==> src/rtl/midi_uart_pkg.sv <==
package midi_uart_pkg;
   localparam logic [7:0] CMD_PORT_RESET = 8'hFF;
   localparam logic [7:0] CMD_ENTER_UART = 8'h3F;
   localparam logic [7:0] ACK_CODE       = 8'hFE;
   localparam int         STAT_RX_BIT    = 7;
   localparam int         STAT_TX_BIT    = 6;

   typedef enum logic [1:0] {
      RXS_IDLE,
      RXS_START,
      RXS_DATA,
      RXS_STOP
   } rx_state_t;
endpackage

==> src/rtl/byte_fifo.sv <==
module byte_fifo #(
   parameter int W     = 8,
   parameter int DEPTH = 16
) (
   input  logic         clk,
   input  logic         rst_n,
   input  logic         clear,
   input  logic         push,
   input  logic [W-1:0] din,
   input  logic         pop,
   output logic [W-1:0] dout,
   output logic         empty,
   output logic         full
);
   localparam int AW = (DEPTH > 1) ? $clog2(DEPTH) : 1;
   localparam int CW = $clog2(DEPTH + 1);
   localparam bit POW2 = (DEPTH == (1 << AW));

   if (DEPTH < 2) begin : g_depth_chk
      $error("byte_fifo: DEPTH must be at least 2");
   end

   logic [W-1:0]  mem [DEPTH];
   logic [AW-1:0] rd_idx, wr_idx, rd_nxt, wr_nxt;
   logic [CW-1:0] cnt;
   logic          do_push, do_pop;

   assign empty   = (cnt == '0);
   assign full    = (cnt == CW'(DEPTH));
   assign dout    = mem[rd_idx];
   assign do_push = push && !full;
   assign do_pop  = pop && !empty;

   if (POW2) begin : g_pow2
      assign rd_nxt = rd_idx + 1'b1;
      assign wr_nxt = wr_idx + 1'b1;
   end else begin : g_wrap
      assign rd_nxt = (rd_idx == AW'(DEPTH - 1)) ? '0 : rd_idx + 1'b1;
      assign wr_nxt = (wr_idx == AW'(DEPTH - 1)) ? '0 : wr_idx + 1'b1;
   end

   always_ff @(posedge clk) begin
      if (!rst_n) begin
         rd_idx <= '0;
         wr_idx <= '0;
         cnt    <= '0;
      end else if (clear) begin
         rd_idx <= '0;
         wr_idx <= push ? AW'(1) : '0;
         cnt    <= push ? CW'(1) : '0;
      end else begin
         if (do_push) wr_idx <= wr_nxt;
         if (do_pop)  rd_idx <= rd_nxt;
         case ({do_push, do_pop})
            2'b10:   cnt <= cnt + 1'b1;
            2'b01:   cnt <= cnt - 1'b1;
            default: cnt <= cnt;
         endcase
      end
   end

   always_ff @(posedge clk) begin
      if (clear && push)         mem[0]      <= din;
      else if (!clear && do_push) mem[wr_idx] <= din;
   end


   drop_when_full_chk: assert property (@(posedge clk) disable iff (!rst_n)
      (push && full && !pop && !clear) |=> (full && $stable(wr_idx)));


   clear_empties_chk: assert property (@(posedge clk) disable iff (!rst_n)
      (clear && !push) |=> empty);


   clear_push_one_chk: assert property (@(posedge clk) disable iff (!rst_n)
      (clear && push) |=> (!empty && !full));
endmodule

==> src/rtl/midi_tx.sv <==
module midi_tx #(
   parameter int DIV = 1600
) (
   input  logic       clk,
   input  logic       rst_n,
   input  logic       load,
   input  logic [7:0] data,
   output logic       busy,
   output logic       line
);
   localparam int CNTW = $clog2(DIV);

   logic [9:0]      frame;
   logic [3:0]      bit_no;
   logic [CNTW-1:0] tick;

   assign line = frame[0];

   always_ff @(posedge clk) begin
      if (!rst_n) begin
         frame  <= '1;
         bit_no <= '0;
         tick   <= '0;
         busy   <= 1'b0;
      end else if (load && !busy) begin
         frame  <= {1'b1, data, 1'b0};
         bit_no <= '0;
         tick   <= '0;
         busy   <= 1'b1;
      end else if (busy) begin
         if (tick == CNTW'(DIV - 1)) begin
            tick  <= '0;
            frame <= {1'b1, frame[9:1]};
            if (bit_no == 4'd9) busy <= 1'b0;
            else                bit_no <= bit_no + 1'b1;
         end else begin
            tick <= tick + 1'b1;
         end
      end
   end


   idle_high_chk: assert property (@(posedge clk) disable iff (!rst_n)
      !busy |-> line);


   start_low_chk: assert property (@(posedge clk) disable iff (!rst_n)
      $rose(busy) |-> !line);
endmodule

==> src/rtl/midi_rx.sv <==
module midi_rx
   import midi_uart_pkg::*;
#(
   parameter int DIV = 1600
) (
   input  logic       clk,
   input  logic       rst_n,
   input  logic       line,
   output logic       valid,
   output logic [7:0] data
);
   localparam int CNTW = $clog2(DIV);
   localparam int HALF = DIV / 2;

   logic [1:0]      sync;
   logic            rx_s;
   rx_state_t       state;
   logic [CNTW-1:0] tick;
   logic [2:0]      bit_no;
   logic [7:0]      shreg;

   assign rx_s = sync[1];

   always_ff @(posedge clk) begin
      if (!rst_n) begin
         sync   <= 2'b11;
         state  <= RXS_IDLE;
         tick   <= '0;
         bit_no <= '0;
         shreg  <= '0;
         data   <= '0;
         valid  <= 1'b0;
      end else begin
         sync  <= {sync[0], line};
         valid <= 1'b0;
         case (state)
            RXS_IDLE: begin
               tick <= '0;
               if (!rx_s) state <= RXS_START;
            end
            RXS_START: begin
               if (tick == CNTW'(HALF - 1)) begin
                  tick   <= '0;
                  bit_no <= '0;
                  state  <= rx_s ? RXS_IDLE : RXS_DATA;
               end else begin
                  tick <= tick + 1'b1;
               end
            end
            RXS_DATA: begin
               if (tick == CNTW'(DIV - 1)) begin
                  tick  <= '0;
                  shreg <= {rx_s, shreg[7:1]};
                  if (bit_no == 3'd7) state <= RXS_STOP;
                  else                bit_no <= bit_no + 1'b1;
               end else begin
                  tick <= tick + 1'b1;
               end
            end
            default: begin
               if (tick == CNTW'(DIV - 1)) begin
                  tick  <= '0;
                  state <= RXS_IDLE;
                  valid <= rx_s;
                  data  <= shreg;
               end else begin
                  tick <= tick + 1'b1;
               end
            end
         endcase
      end
   end


   valid_from_stop_chk: assert property (@(posedge clk) disable iff (!rst_n)
      valid |-> ($past(state) == RXS_STOP && state == RXS_IDLE));
endmodule

==> src/rtl/midi_uart_port.sv <==
module midi_uart_port
   import midi_uart_pkg::*;
#(
   parameter int CLK_HZ = 50_000_000,
   parameter int BAUD   = 31_250,
   parameter int DEPTH  = 16
) (
   input  logic       clk,
   input  logic       rst_n,
   input  logic       bus_sel,
   input  logic       bus_wr,
   input  logic       bus_addr,
   input  logic [7:0] bus_wdata,
   output logic [7:0] bus_rdata,
   input  logic       midi_in,
   output logic       midi_out,
   output logic       rx_irq
);
   localparam int DIV = CLK_HZ / BAUD;

   if (DIV < 4) begin : g_div_chk
      $error("midi_uart_port: CLK_HZ/BAUD must be at least 4");
   end

   logic       data_wr, data_rd, cmd_wr, is_reset, is_ack;
   logic       tx_empty, tx_full, tx_busy, tx_go;
   logic [7:0] tx_dout;
   logic       rx_empty, rx_full, rx_push;
   logic [7:0] rx_dout, rx_din;
   logic       des_valid;
   logic [7:0] des_data;
   logic       hold_v;
   logic [7:0] hold_b, last_rd;
   logic [7:0] status;

   assign data_wr  = bus_sel &&  bus_wr && !bus_addr;
   assign data_rd  = bus_sel && !bus_wr && !bus_addr;
   assign cmd_wr   = bus_sel &&  bus_wr &&  bus_addr;
   assign is_reset = cmd_wr && (bus_wdata == CMD_PORT_RESET);
   assign is_ack   = is_reset || (cmd_wr && bus_wdata == CMD_ENTER_UART);

   // transmit path
   assign tx_go = !tx_busy && !tx_empty && !is_reset;

   byte_fifo #(.W(8), .DEPTH(DEPTH)) u_tx_fifo (
      .clk(clk), .rst_n(rst_n), .clear(is_reset),
      .push(data_wr), .din(bus_wdata), .pop(tx_go),
      .dout(tx_dout), .empty(tx_empty), .full(tx_full)
   );

   midi_tx #(.DIV(DIV)) u_ser (
      .clk(clk), .rst_n(rst_n), .load(tx_go), .data(tx_dout),
      .busy(tx_busy), .line(midi_out)
   );

   // receive path: deserialised byte waits in a holding slot when an ack
   // claims the FIFO write port in the same cycle
   midi_rx #(.DIV(DIV)) u_des (
      .clk(clk), .rst_n(rst_n), .line(midi_in),
      .valid(des_valid), .data(des_data)
   );

   always_ff @(posedge clk) begin
      if (!rst_n) begin
         hold_v <= 1'b0;
         hold_b <= '0;
      end else if (des_valid) begin
         hold_v <= 1'b1;
         hold_b <= des_data;
      end else if (!is_ack) begin
         hold_v <= 1'b0;
      end
   end

   assign rx_push = is_ack || hold_v;
   assign rx_din  = is_ack ? ACK_CODE : hold_b;

   byte_fifo #(.W(8), .DEPTH(DEPTH)) u_rx_fifo (
      .clk(clk), .rst_n(rst_n), .clear(is_reset),
      .push(rx_push), .din(rx_din), .pop(data_rd),
      .dout(rx_dout), .empty(rx_empty), .full(rx_full)
   );

   always_ff @(posedge clk) begin
      if (!rst_n)                     last_rd <= '0;
      else if (data_rd && !rx_empty)  last_rd <= rx_dout;
   end

   always_comb begin
      status              = 8'hFF;
      status[STAT_RX_BIT] = rx_empty;
      status[STAT_TX_BIT] = tx_full;
   end

   assign bus_rdata = bus_addr ? status : (rx_empty ? last_rd : rx_dout);
   assign rx_irq    = !rx_empty;


   reset_ack_chk: assert property (@(posedge clk) disable iff (!rst_n)
      is_reset |=> (!rx_empty && tx_empty));


   uart_ack_chk: assert property (@(posedge clk) disable iff (!rst_n)
      (cmd_wr && bus_wdata == CMD_ENTER_UART && !rx_full) |=> !rx_empty);


   empty_read_keeps_chk: assert property (@(posedge clk) disable iff (!rst_n)
      (data_rd && rx_empty && !rx_push) |=> ($stable(last_rd) && rx_empty));
endmodule

==> config.mk <==
export PLATFORM = sky130hd
export DESIGN_NAME = midi_uart_port
export DESIGN_NICKNAME = d
export VERILOG_FILES = /design/src/rtl/midi_uart_pkg.sv /design/src/rtl/byte_fifo.sv /design/src/rtl/midi_tx.sv /design/src/rtl/midi_rx.sv /design/src/rtl/midi_uart_port.sv
export SDC_FILE = /design/constraint.sdc
export NUM_CORES = 1
export LEC_CHECK = 0
export ABC_AREA = 1
export BUFFER_PORTS_ARGS = -buffer_cell sky130_fd_sc_hd__buf_2
export CORE_ASPECT_RATIO = 1.25
export CORE_MARGIN = 2
export CORE_UTILIZATION = 30
export CTS_BUF_LIST = sky130_fd_sc_hd__clkbuf_4 sky130_fd_sc_hd__clkbuf_8
export DETAILED_ROUTE_END_ITERATION = 10
export HOLD_SLACK_MARGIN = 0.12
export PLACE_DENSITY = 0.53
export SLEW_MARGIN = 20
export SYNTH_ARGS = -nofsm -noshare
export SYNTH_HDL_FRONTEND = slang
export SYNTH_SLANG_ARGS = --single-unit
==> constraint.sdc <==
create_clock -name clk -period 2.95 [get_ports clk]
set_input_delay 0.59 -clock clk [delete_from_list [all_inputs] [get_ports clk]]
set_output_delay 0.59 -clock clk [all_outputs]
set_load 0.02 [all_outputs]
==> impl_metrics.json <==
{
  "critPathMaxFanout": 16,
  "power_mw": 11.6,
  "diodes": 0,
  "holdBufCountCts": 0,
  "finalCritPeriodShare_pct": 99.9,
  "grt_pass1_vias": 10389,
  "min-delay-start": "midi_in",
  "worst_clock_skew_ps": 21.6,
  "core_area_um2": 50300,
  "root_buffer": "clkbuf_8",
  "tightest_slew_ps": 773,
  "die_area_um2": 52500,
  "outcome": "finished, final reports clean",
  "synth_seq_cells": 367,
  "p_leak_nw": 6.27,
  "fillCellCount": 4894,
  "multi_input_area_um2": 4660,
  "critPathLaunchType": "flop",
  "grt_util_all_layers_pct": 14.4,
  "hold_end": "u_des.sync[0]",
  "io_pins": 24,
  "synthesis.instances": 1354,
  "instances_no_fill": 2157,
  "cts_tree": "yes",
  "rr_worst_depth": 10,
  "globalplace.congestion": 0.810,
  "cp.required_ps": 2360,
  "area_growth_pct": 18.2,
  "yosys-top-cells-area": "edfxtp_1, dfxtp_1, o21ai_0, mux2i_1, nor2_1",
  "syn_area_um2": 15200,
  "rr_startpoint": "u_tx_fifo.cnt[0]",
  "h-tree-depth": 2,
  "placed_cells": 2042,
  "slew_headroom_pct": 48.3,
  "layout.nets": 1487,
  "overflow": 0,
  "max_freq_mhz": 339,
  "critPathCaptureType": "output pin",
  "synth_top_area_share_pct": 50.6,
  "dieHeight_um": 256,
  "synth-main-ff-cell": "edfxtp_1",
  "p_per_area_nw_per_um2": 645,
  "wire_per_inst_um": 17.5,
  "synth_edf_count": 256,
  "final_util_pct": 35.7,
  "maxSlewViolCount": 0,
  "drtIter0Drc": 686,
  "setup_viol": 0,
  "final_area_um2": 18000,
  "row_count": 92,
  "clk-insertion-delay-late_ps": 620,
  "grt_pass1_wl_um": 58100,
  "rrSetupSlack_ps": 370,
  "die_w_um": 205,
  "io_buffers": 23,
  "ant_nets": 0,
  "path_clk_slew_ps": 60,
  "r2r-end": "u_tx_fifo.cnt[4]",
  "finalHoldViolCount": 0,
  "peakVddDrop_v": 0.000304,
  "place_area_um2": 16400,
  "rsz0062_at_grt": "true",
  "fin_crit_ps": 2950,
  "worstHoldPathCells": 2,
  "dpl.hpwl_um": 24300,
  "path_cells": "nor2_1 -> nand4_4 -> inv_1 -> o21ai_0 -> nand2_2 -> buf_6",
  "ys_warn_count": 0,
  "vias_per_cell": 4.83,
  "yosysTopAreaCell": "edfxtp_1",
  "drcViolationCount": 0,
  "cap_violations": 0,
  "antenna_found_initial": 0,
  "worstPathArrival_ps": 2360,
  "cp_slowest_cell": "nand4_4",
  "dr.pass1.iters": 6,
  "syn_avg_cell_area_um2": 11.2,
  "cts_sinks": 367,
  "grt_max_degree": 35,
  "seq_area_frac_synth_pct": 65.2,
  "synthArstFlopShare_pct": 0,
  "wirelength_um": 37800,
  "layout-drive-gt1-share_pct": 16.7,
  "dr_total_vias": 10423,
  "cts_buffer_depth": 3,
  "cts_buffers": 57,
  "synthesis.nets": 1384,
  "seqCellArea_um2": 9920,
  "setup-tns-final_ps": 0,
  "min_path_type": "primary input to flop",
  "yosysUniqueCellTypes": 50,
  "path_class": "flop to output pin",
  "worst_path_largest_cell_delay_ps": 370,
  "initial_utilization_pct": 30.2
}
==> worst max-delay path, delay by kind of cell, from the launching register on <==
kind / cells / cell delay (ps)
simple gates: 3 / 810
buf+inv: 2 / 360
flops: 1 / 340
compound gates: 1 / 230
==> registers in the layout, summed over array words and instances, names as in the netlist, 8 cells and up, named ones only <==
| name | flops |
|---|---|
| hold_b | 8 |
| last_rd | 8 |
| u_des.data | 8 |
| u_des.shreg | 8 |
| u_des.tick | 11 |
| u_rx_fifo.mem | 128 |
| u_ser.frame | 9 |
| u_ser.tick | 11 |
| u_tx_fifo.mem | 128 |
==> cells in the mapped netlist, types with 2 or more instances <==
cell / n
o32ai_1: 9
nand2_2: 5
nor2_2: 4
nand3b_1: 3
nor2_1: 146
clkbuf_1: 40
xnor2_1: 5
nor4_1: 3
nand3_1: 63
o211ai_1: 54
nand2_4: 2
nor3_1: 13
buf_1: 3
o21a_1: 2
inv_1: 129
o22ai_1: 3
nand4_1: 6
inv_2: 6
nand3_2: 2
a21oi_1: 97
or2_2: 13
nor2_4: 2
xor2_1: 14
nand2_1: 110
edfxtp_1: 256
o21ai_1: 3
a211oi_1: 6
o221ai_1: 23
buf_2: 13
o21ai_0: 121
dfxtp_1: 111
mux2i_1: 55
ha_1: 15
==> worst max-delay path by stage <==
stage / end / slack (ps) / cells past startpoint / from
6_report: bus_rdata[7] / 3 / 6 / u_rx_fifo.cnt[0]
5_1_grt: bus_rdata[5] / -50 / 9 / flop
4_1_cts: bus_rdata[5] / -40 / 10 / flop
3_5_place_dp: u_rx_fifo.mem[12][1] / 140 / 11 / bus_addr
3_3_place_gp: u_tx_fifo.cnt[4] / 180 / 15 / bus_wdata[6]
2_1_floorplan: u_rx_fifo.mem[3][0] / 370 / 8 / bus_wdata[6]
==> stage by stage <==
step	worst slack, ps	hold WS, ps
2_1_floorplan	374	393
3_3_place_gp	185	397
3_5_place_dp	139	401
4_1_cts	-36.3	135
5_1_grt	-52.6	139
6_report	2.67	171
==> kinds of logic after synthesis <==
kind of cell               count (synthesis)  share of synthesized area, %
xor gates and xnor gates                  19                          1.09
DFF                                      367                          65.2
AOI/OAI and AO/OA                        323                          12.6
adders and majority gates                 16                          1.37
buffers and inverters                    194                          4.94
muxes                                     55                          3.62
and+or+nand+nor                          380                          11.2
==> area by class of cell <==
cell class              count  share of cell area (%)
flip-flops and latches    367                    55.2
repair inverters            1                  0.0418
multi-input cells         793                    25.9
inverters                 137                    2.90
clock buffers              72                    5.06
repair buffers            100                    5.01
well taps                 658                    4.58
clock inverters            29                    1.28
==> cells in the final DEF, fill, tap and decap left out, types with 6 or more instances in the layout <==
cell        n
inv_2       6
clkinv_1   16
xor2_1     14
or2_2      13
o21ai_0    94
clkinv_2    9
a211oi_1    6
buf_2      15
o21ai_1    24
dfxtp_1   107
nand2_1   104
o32ai_1     9
nor3_1     13
nand3_1    63
ha_1       15
nor2_1    146
buf_4      68
edfxtp_1  256
o221ai_1   23
nand2_2    11
nand4_1     6
clkbuf_8   59
o211ai_1   54
clkbuf_4   13
mux2i_1    54
a21oi_1    91
inv_1     128
==> routing by layer <==
metal	up-vias	track usage [%]	share of wire, %
li1	5043	-	-
met1	5048	16.7	40
met2	243	25.3	50
met3	89	2.55	5.0
met4	0	6.77	4.3
met5	-	0	0
==> power by group <==
part / leakage, nW / internal, mW / switching (mW) / total (mW)
combinational: 2.39 / 0.534 / 1.00 / 1.54
sequential: 3.28 / 5.60 / 0.133 / 5.73
clock: 0.604 / 2.36 / 1.96 / 4.32
total: 6.27 / 8.50 / 3.09 / 11.6
==> what timing repair did <==
action	4_1_cts	5_1_grt
resized for setup	52	32
gates cloned	3	1
buffers inserted	10	0
pin swaps	8	10
setup endpoints to repair	8	8
No activity file was read; power rests on OpenSTA's default activity.
